[src/rtl/dbg_ctl_pkg.sv]
package dbg_ctl_pkg;

   localparam int CTL_W = 32;

   // bit positions that the processor stub and outputs decode
   localparam int B_RST_SEEN  = 31;
   localparam int B_PER_RST   = 20;
   localparam int B_ACC_DIR   = 19;
   localparam int B_ACC_PEND  = 18;
   localparam int B_CPU_RST   = 16;
   localparam int B_PROBE_EN  = 15;
   localparam int B_PROBE_TRP = 14;
   localparam int B_BRK_REQ   = 12;
   localparam int B_IN_DEBUG  = 3;

   typedef enum logic [2:0] {
      RULE_NONE,
      RULE_RO,
      RULE_RW,
      RULE_W0C,
      RULE_W1S
   } bit_rule_e;

   function automatic bit_rule_e rule_of(input int idx);
      case (idx)
         B_RST_SEEN:                              return RULE_W0C;
         B_BRK_REQ:                               return RULE_W1S;
         B_ACC_DIR, B_ACC_PEND, B_IN_DEBUG:       return RULE_RO;
         B_PER_RST, B_CPU_RST, B_PROBE_EN,
         B_PROBE_TRP:                             return RULE_RW;
         default:                                 return RULE_NONE;
      endcase
   endfunction

   function automatic logic [CTL_W-1:0] impl_word(input int ver, input bit no_dma,
                                                  input bit wide_core);
      logic [CTL_W-1:0] w;
      w = '0;
      w[CTL_W-1 -: 3] = ver[2:0];
      w[14] = no_dma;
      w[0] = wide_core;
      return w;
   endfunction

endpackage

[src/rtl/dbg_bit_cell.sv]
module dbg_bit_cell
   import dbg_ctl_pkg::*;
#(
   parameter bit_rule_e RULE    = RULE_RW,
   parameter bit        RST_VAL = 1'b0
) (
   input  logic clk,
   input  logic rst_n,
   input  logic wr_en,
   input  logic wr_d,
   input  logic hw_set,
   input  logic hw_clr,
   input  logic hw_val,
   output logic q
);

   logic unused_cell;
   assign unused_cell = ^{wr_en, wr_d, hw_set, hw_clr, hw_val};

   generate
      if (RULE == RULE_NONE) begin : g_none
         assign q = 1'b0;
      end else if (RULE == RULE_RO) begin : g_ro
         assign q = hw_val;
      end else begin : g_stored
         logic q_r;
         always_ff @(posedge clk or negedge rst_n) begin
            if (!rst_n) begin
               q_r <= RST_VAL;
            end else if (RULE == RULE_RW) begin
               if (wr_en) q_r <= wr_d;
            end else if (RULE == RULE_W0C) begin
               if (hw_set)             q_r <= 1'b1;
               else if (wr_en && !wr_d) q_r <= 1'b0;
            end else begin
               if (hw_clr)             q_r <= 1'b0;
               else if (wr_en && wr_d)  q_r <= 1'b1;
            end
         end
         assign q = q_r;
      end
   endgenerate

endmodule

[src/rtl/dbg_acc_track.sv]
module dbg_acc_track (
   input  logic clk,
   input  logic rst_n,
   input  logic req,
   input  logic req_wr,
   input  logic host_clr,
   output logic pending,
   output logic dir
);

   logic held, held_dir;

   always_ff @(posedge clk or negedge rst_n) begin
      if (!rst_n) begin
         pending  <= 1'b0;
         dir      <= 1'b0;
         held     <= 1'b0;
         held_dir <= 1'b0;
      end else if (pending) begin
         if (host_clr) pending <= 1'b0;
         if (req && !held) begin
            held     <= 1'b1;
            held_dir <= req_wr;
         end
      end else if (held) begin
         pending  <= 1'b1;
         dir      <= held_dir;
         held     <= req;
         held_dir <= req_wr;
      end else if (req) begin
         pending <= 1'b1;
         dir     <= req_wr;
      end
   end

endmodule

[src/rtl/dbg_impcode.sv]
module dbg_impcode
   import dbg_ctl_pkg::*;
#(
   parameter int VERSION   = 2,
   parameter bit NO_DMA    = 1'b1,
   parameter bit WIDE_CORE = 1'b0
) (
   output logic [CTL_W-1:0] code
);

   generate
      if (VERSION < 0 || VERSION > 3) begin : g_bad_version
         $error("dbg_impcode: VERSION must be 0 to 3");
      end
      if (CTL_W != 32) begin : g_bad_width
         $error("dbg_impcode: register width must be 32");
      end
   endgenerate

   assign code = impl_word(VERSION, NO_DMA, WIDE_CORE);

endmodule

[src/rtl/dbg_ctl_reg.sv]
module dbg_ctl_reg
   import dbg_ctl_pkg::*;
#(
   parameter int VERSION   = 2,
   parameter bit NO_DMA    = 1'b1,
   parameter bit WIDE_CORE = 1'b0
) (
   input  logic             clk,
   input  logic             rst_n,
   input  logic [CTL_W-1:0] dr_shift_in,
   input  logic             dr_update,
   input  logic             dr_capture,
   input  logic             dr_cap_sel,
   output logic [CTL_W-1:0] dr_capture_val,
   input  logic             cpu_acc_req,
   input  logic             cpu_acc_wr,
   input  logic             cpu_reset_evt,
   input  logic             cpu_in_debug,
   output logic             acc_pending_o,
   output logic             brk_req_o,
   output logic             cpu_rst_o,
   output logic             per_rst_o,
   output logic             probe_en_o,
   output logic             probe_trap_o
);

   logic [CTL_W-1:0] hw_set, hw_clr, hw_val, ctl_live, impl_code;
   logic             acc_pend, acc_dir;

   dbg_impcode #(.VERSION(VERSION), .NO_DMA(NO_DMA), .WIDE_CORE(WIDE_CORE)) u_impl (
      .code (impl_code)
   );

   dbg_acc_track u_acc (
      .clk      (clk),
      .rst_n    (rst_n),
      .req      (cpu_acc_req),
      .req_wr   (cpu_acc_wr),
      .host_clr (dr_update && !dr_shift_in[B_ACC_PEND]),
      .pending  (acc_pend),
      .dir      (acc_dir)
   );

   always_comb begin
      hw_set = '0;
      hw_clr = '0;
      hw_val = '0;
      hw_set[B_RST_SEEN] = cpu_reset_evt;
      hw_clr[B_BRK_REQ]  = cpu_in_debug;
      hw_val[B_IN_DEBUG] = cpu_in_debug;
      hw_val[B_ACC_PEND] = acc_pend;
      hw_val[B_ACC_DIR]  = acc_dir;
   end

   generate
      for (genvar i = 0; i < CTL_W; i++) begin : g_bit
         dbg_bit_cell #(.RULE(rule_of(i)), .RST_VAL(i == B_RST_SEEN)) u_cell (
            .clk    (clk),
            .rst_n  (rst_n),
            .wr_en  (dr_update),
            .wr_d   (dr_shift_in[i]),
            .hw_set (hw_set[i]),
            .hw_clr (hw_clr[i]),
            .hw_val (hw_val[i]),
            .q      (ctl_live[i])
         );
      end
   endgenerate

   always_ff @(posedge clk or negedge rst_n) begin
      if (!rst_n)          dr_capture_val <= '0;
      else if (dr_capture) dr_capture_val <= dr_cap_sel ? impl_code : ctl_live;
   end

   assign acc_pending_o = ctl_live[B_ACC_PEND];
   assign brk_req_o     = ctl_live[B_BRK_REQ];
   assign cpu_rst_o     = ctl_live[B_CPU_RST];
   assign per_rst_o     = ctl_live[B_PER_RST];
   assign probe_en_o    = ctl_live[B_PROBE_EN];
   assign probe_trap_o  = ctl_live[B_PROBE_TRP];

endmodule

[config.mk]
export PLATFORM = sky130hd
export DESIGN_NAME = dbg_ctl_reg
export DESIGN_NICKNAME = d
export VERILOG_FILES = /design/src/rtl/dbg_ctl_pkg.sv /design/src/rtl/dbg_bit_cell.sv /design/src/rtl/dbg_acc_track.sv /design/src/rtl/dbg_impcode.sv /design/src/rtl/dbg_ctl_reg.sv
export SDC_FILE = /design/constraint.sdc
export NUM_CORES = 1
export LEC_CHECK = 0
export ABC_AREA = 1
export ABC_CLOCK_PERIOD_IN_PS = 1200
export BUFFER_PORTS_ARGS = -buffer_cell sky130_fd_sc_hd__buf_2
export CAP_MARGIN = 30
export CORE_MARGIN = 5
export CORE_UTILIZATION = 38
export DETAILED_ROUTE_END_ITERATION = 8
export PLACE_DENSITY = 0.78
export SETUP_SLACK_MARGIN = 0.3
export SKIP_LAST_GASP = 1
export SYNTH_ARGS = -nofsm -noshare
export SYNTH_HDL_FRONTEND = slang
export SYNTH_SLANG_ARGS = --single-unit
[constraint.sdc]
create_clock -name clk -period 1.2 [get_ports clk]
set_clock_uncertainty 0.05 [all_clocks]
set_input_delay 0.06 -clock clk [delete_from_list [all_inputs] [get_ports clk]]
set_output_delay 0.06 -clock clk [all_outputs]
set_load 0.01 [all_outputs]
# ---- Word level (Yosys, flattened, before mapping)
# Index checks and enable logic that the tools add are counted.
dict set report word_totals {
  reg_bits 42
  wordCells 43
}
dict set report classes {
  n_eq_ne 1
  n_mux 17
  n_bitwise 1
  n_reduce_logical 13
}
# operator count
set op_table {}
lappend op_table {{$mux W32} 1}
lappend op_table {{$mux W1} 16}
lappend op_table {{$reduce_bool A2 Y1} 4}
lappend op_table {{$logic_and A1 B1 Y1} 4}
lappend op_table {{$reduce_and A2 Y1} 2}
lappend op_table {{$logic_not A1 Y1} 3}
lappend op_table {{$ne A2 B2 Y1 const B} 1}
lappend op_table {{$not A1 Y1} 1}

# ---- Logic depth before layout (Yosys ltp)
dict set report depth {
  depth_word 4
  ltp_mapped 5
  depth_no_buf 5
}

# ---- Modules after synthesis
# From an unflattened synthesis, not the netlist that was laid out.
dict set report unflattened {
  cells_unflattened 414
  area_unflattened_um2 2840.2
}
# mod n_inst cells_per_inst area_per_inst_um2 seq_area_each_um2
set modules_own_cells {}
lappend modules_own_cells {dbg_ctl_reg 1 275 1874.3 800.8}
lappend modules_own_cells {{dbg_bit_cell (g_bit[0].u_cell ...)} 23 2 11.3 0.0}
lappend modules_own_cells {dbg_impcode 1 34 247.7 0.0}
lappend modules_own_cells {dbg_acc_track 1 26 190.2 100.1}
lappend modules_own_cells {{dbg_bit_cell (g_bit[14].u_cell ...)} 4 5 40.0 25.0}
lappend modules_own_cells {{dbg_bit_cell (g_bit[31].u_cell)} 1 6 45.0 26.3}
lappend modules_own_cells {{dbg_bit_cell (g_bit[12].u_cell)} 1 4 41.3 25.0}
lappend modules_own_cells {{dbg_bit_cell (g_bit[18].u_cell ...)} 3 1 7.5 0.0}

# ---- Worst setup path after synthesis
# OpenSTA, ideal clock, no wires.
dict set report synth_timing {
  path_kind {register to register}
  from {reg u_acc.pending}
  to {reg u_acc.dir}
  t_arrival_ns 0.708
  required_ns 1.034
  slack_ns 0.326
  path_stages_with_launch 5
  path_buffers 0
  period_less_slack_ns 0.874
  cell_sequence {dfrtp_1 -> inv_2 -> o21ai_1 -> nand2_1 -> nand2_1}
}
dict set report synth_via {
  elab_chain_len 2
}
# item line_no
set synth_lines {}
lappend synth_lines {{from (decl)} dbg_acc_track.sv:7} ;# output logic pending,
lappend synth_lines {{from (signal assigned)} dbg_acc_track.sv:15} ;# pending <= 1'b0;
lappend synth_lines {{from (signal assigned)} dbg_acc_track.sv:20} ;# if (host_clr) pending <= 1'b0;
lappend synth_lines {{from (signal assigned)} dbg_acc_track.sv:26} ;# pending <= 1'b1;
lappend synth_lines {{$not A1 Y1 (no source line)} n/a}
lappend synth_lines {{$reduce_and A2 Y1 (no source line)} n/a}
lappend synth_lines {{to (signal assigned)} dbg_acc_track.sv:27} ;# dir <= held_dir;
lappend synth_lines {{to (signal assigned)} dbg_acc_track.sv:32} ;# dir <= req_wr;
lappend synth_lines {{to (decl)} dbg_acc_track.sv:8} ;# output logic dir
# No other way between the ends.
# A chain may end at the register's enable or synchronous reset.

# ---- Worst setup path in the final report
dict set report layout_timing {
  from {reg u_acc.pending}
  to {out acc_pending_o}
}
# item line_no
set layout_rtl {}
lappend layout_rtl {{to (decl)} dbg_ctl_reg.sv:19} ;# output logic acc_pending_o,
# No word-level cell between the ends.

==> results.py <==
metrics = {
    "placement": {
        "postPlaceCellArea_um2": 1065,
        "place.detailed.hpwl_mm": 1.563,
        "placed_cells": 172,
        "io_buffer_count": 31,
        "gp_routability_congestion": 0.8047,
        "dpl_worst_slack_ns": 0.2587,
    },
    "synth": {
        "netlist-cell-type-count": 15,
        "ys.warnings.count": 0,
        "avgSynthCellArea_um2": 8.548,
        "ys_seq_area_share_pct": 51.94,
        "synth_seq_cells": 20,
        "number_of_standard_cells_after_synthesis": 113,
        "post_synth_instance_area_um2": 965.9,
    },
    "sta": {
        "setup_viol": 0,
        "finalWorstSetupSlack_ns": 0.2168,
        "grt_setup_unrepaired": "true",
        "final-max-slew-violation-count": 0,
        "finalSetupTns_ns": 0,
        "hold_violations": 0,
        "timing.fmax_mhz": 1017,
        "post-route-period-util_pct": 81.93,
        "finalWorstPathRequiredPeriod_ns": 0.9832,
    },
    "global_route": {
        "number_of_global_route_vias_before_repair": 862,
        "globalRoute.busiestLayer": "met2",
        "globalRouteMet2Util_pct": 21.91,
        "groute.usage.overall_pct": 12.84,
        "first_pass_grt_wire_length_mm": 3.539,
        "grt_util_met3_pct": 3.830,
        "grt_antenna_before_repair": 0,
        "grt_max_degree": 21,
        "global_route.overflow_total": 0,
        "use_met1_pct": 14.86,
    },
    "status": {
        "status": "finished clean",
    },
    "critical_path": {
        "critical_path_cell_by_cell": "buf_6",
        "worst_setup_path_end_kind": "output pin",
        "critPathLaunch": "u_acc.pending",
        "path_buf_inv": 1,
        "critPathTopFamily": "flip-flops",
        "critPathLaunchType": "flop",
        "crit_fanout": 4,
        "worst_path_depth": 1,
        "worst_path_max_delay_cell": "sky130_fd_sc_hd__dfrtp_2",
        "rr_startpoint": "u_acc.pending",
        "critPathKind": "reg2out",
        "cp_slowest_stage_delay_ns": 0.45,
        "cp_data_arrival_time_ns": 0.87,
        "worst_r2r_path_depth": 5,
        "required_ns": 1.09,
    },
    "clock_tree": {
        "tritoncts.num_buffers": 3,
        "clock-sinks": 20,
        "clock_tree.root_cell": "sky130_fd_sc_hd__clkbuf_4",
        "tritoncts": "yes",
        "cts_htree_levels": 1,
        "path_clk_slew_ns": 0.10,
        "worst_skew_pair.late_latency_ns": 0.29,
        "max-clock-path-buffers": 2,
    },
    "hold_path": {
        "hp-start": "dr_update",
        "timing.hold.worst.class": "in2reg",
        "hold_path_depth": 3,
    },
    "drt": {
        "drtAntennaViolNets": 0,
        "drt_first_iter_violations": 39,
        "route.detailed.vias_per_inst": 4.279,
        "firstDrtPassIters": 4,
        "via_count": 843,
        "detail_route.wirelength_mm": 2.225,
        "post_drt_wl_per_cell_um": 11.29,
        "drt_drc_violations_left": 0,
    },
    "power": {
        "power.share.sequential_pct": 48.0,
        "leakagePower_uw": 0.0007492,
        "p_sw_uw": 640.3,
        "powerDensity_nw_per_um2": 1463,
        "power.share.combinational_pct": 32.6,
        "worst_vdd_rail_ir_drop_v": 0.0007839,
        "cellInternalPower_uw": 1285,
        "clock_network_power_share_pct": 19.4,
        "sw_frac_of_total_pct": 33.26,
    },
    "finish": {
        "fin_nets": 209,
        "final_cell_count_no_fill": 197,
        "layout.cells.most_common": "sky130_fd_sc_hd__nand2_1",
        "area.growth.synth_to_final_pct": 36.27,
        "postLayoutCellArea_um2": 1316,
        "antennaDiodeCount": 0,
        "num-fill-cells": 230,
        "post_route_cells_drive_above_1_share_pct": 32.34,
        "layout.cells.most_common_list": "sky130_fd_sc_hd__nand2_1 (32), sky130_fd_sc_hd__buf_2 (29), sky130_fd_sc_hd__conb_1 (22), sky130_fd_sc_hd__dfrtp_1 (17), sky130_fd_sc_hd__dlygate4sd3_1 (11)",
    },
    "floorplanning": {
        "dieArea_um2": 3650,
        "die_height_um": 60.42,
        "chipWidth_um": 60.42,
        "num_rows": 18,
        "initial_core_util_pct": 39.35,
        "core-area_um2": 2455,
        "boundaryPins": 79,
    },
    "run": {
        "max_cap_violations": 0,
    },
}
worst min-delay path, stage by stage:
cell and delay [ns]:
sky130_fd_sc_hd__buf_2 0.15, sky130_fd_sc_hd__nand2_1 0.08, sky130_fd_sc_hd__nand2_1 0.04
synthesized netlist by cell type:
library cell	n	area (um2)
sky130_fd_sc_hd__nand2_1	32	120.1
sky130_fd_sc_hd__buf_4	23	172.7
sky130_fd_sc_hd__dfrtp_1	19	475.5
sky130_fd_sc_hd__inv_1	8	30.03
sky130_fd_sc_hd__o21ai_1	8	40.04
sky130_fd_sc_hd__nor2_1	7	26.28
sky130_fd_sc_hd__o21ai_0	4	20.02
sky130_fd_sc_hd__inv_2	3	11.26
sky130_fd_sc_hd__nand3_1	3	15.01
sky130_fd_sc_hd__a21oi_1	1	5.000
sky130_fd_sc_hd__conb_1	1	3.750
sky130_fd_sc_hd__dfstp_2	1	26.28
sky130_fd_sc_hd__nand2_2	1	6.260
sky130_fd_sc_hd__nor2_2	1	6.260
sky130_fd_sc_hd__o21bai_1	1	7.510
timing repair:
action,in CTS,in global routing
endpoints found under the hold margin,29,0
hold buffers,11,0
gates resized for setup,4,3
endpoints found under the setup margin,19,19
setup buffers,6,4
pin swaps,0,2
cloned,0,0
metrics by stage:
step / utilization (%) / total power, uW / hold WS, ns
after CTS: 51.68 / 1875 / 0.0001994
final: 53.62 / 1925 / 0.02042
after floorplan: - / 1252 / -0.2856
after global routing: 53.62 / 2086 / -0.004706
after global placement: 43.37 / 1351 / -0.03194
after detailed placement: 43.37 / 1381 / -0.02134
logic make-up after synthesis:
kind of cell           Yosys count  share of synthesized area [%]
buffers and inverters           34                          22.15
flip-flops                      20                          51.94
other                            1                         0.3882
AND/OR/NAND/NOR                 44                          18.01
AO/OA/AOI/OAI                   14                          7.513
power by group through the flow:
stage / logic [uW] / clock network (uW) / registers (uW)
CTS: 577 / 388 / 911
global placement: 436 / 0 / 915
detailed placement: 456 / 0 / 925
global route: 711 / 431 / 944
floorplan: 314 / 0 / 939
finish: 628 / 373 / 925
worst paths after layout:
check / end / slack, ns
max: acc_pending_o / 0.22
min reg2reg: dr_capture_val[19] / 0.44
max reg2reg: u_acc.held_dir / 0.25
min in group asynchronous: g_bit[12].u_cell.q / 0.18
min: g_bit[14].u_cell.q / 0.02
max in group asynchronous: g_bit[31].u_cell.q / 0.59
layout make-up:
type / instances / area [um2] / area share [%]
clock buffer: 4 / 36.28 / 2.757
inverter: 11 / 41.29 / 3.137
multi-input combinational: 80 / 340.3 / 25.86
sequential: 20 / 504.2 / 38.31
tap: 30 / 37.54 / 2.852
timing repair buffer: 52 / 356.6 / 27.09
registers in the layout (all words and copies together) (netlist names):
register        flops
dr_capture_val     10
g_bit.u_cell.q      6
u_acc.dir           1
u_acc.held          1
u_acc.held_dir      1
u_acc.pending       1
per-layer routing:
metal / wire length (um) / vias to the layer above / part of all wire (%)
met2: 1069 / 42 / 48
met5: 0 / - / 0
met4: 8 / 0 / 0.36
met1: 858 / 386 / 39
li1: - / 413 / -
met3: 289 / 2 / 13
Note: power is estimated with default switching activity, not from simulation.
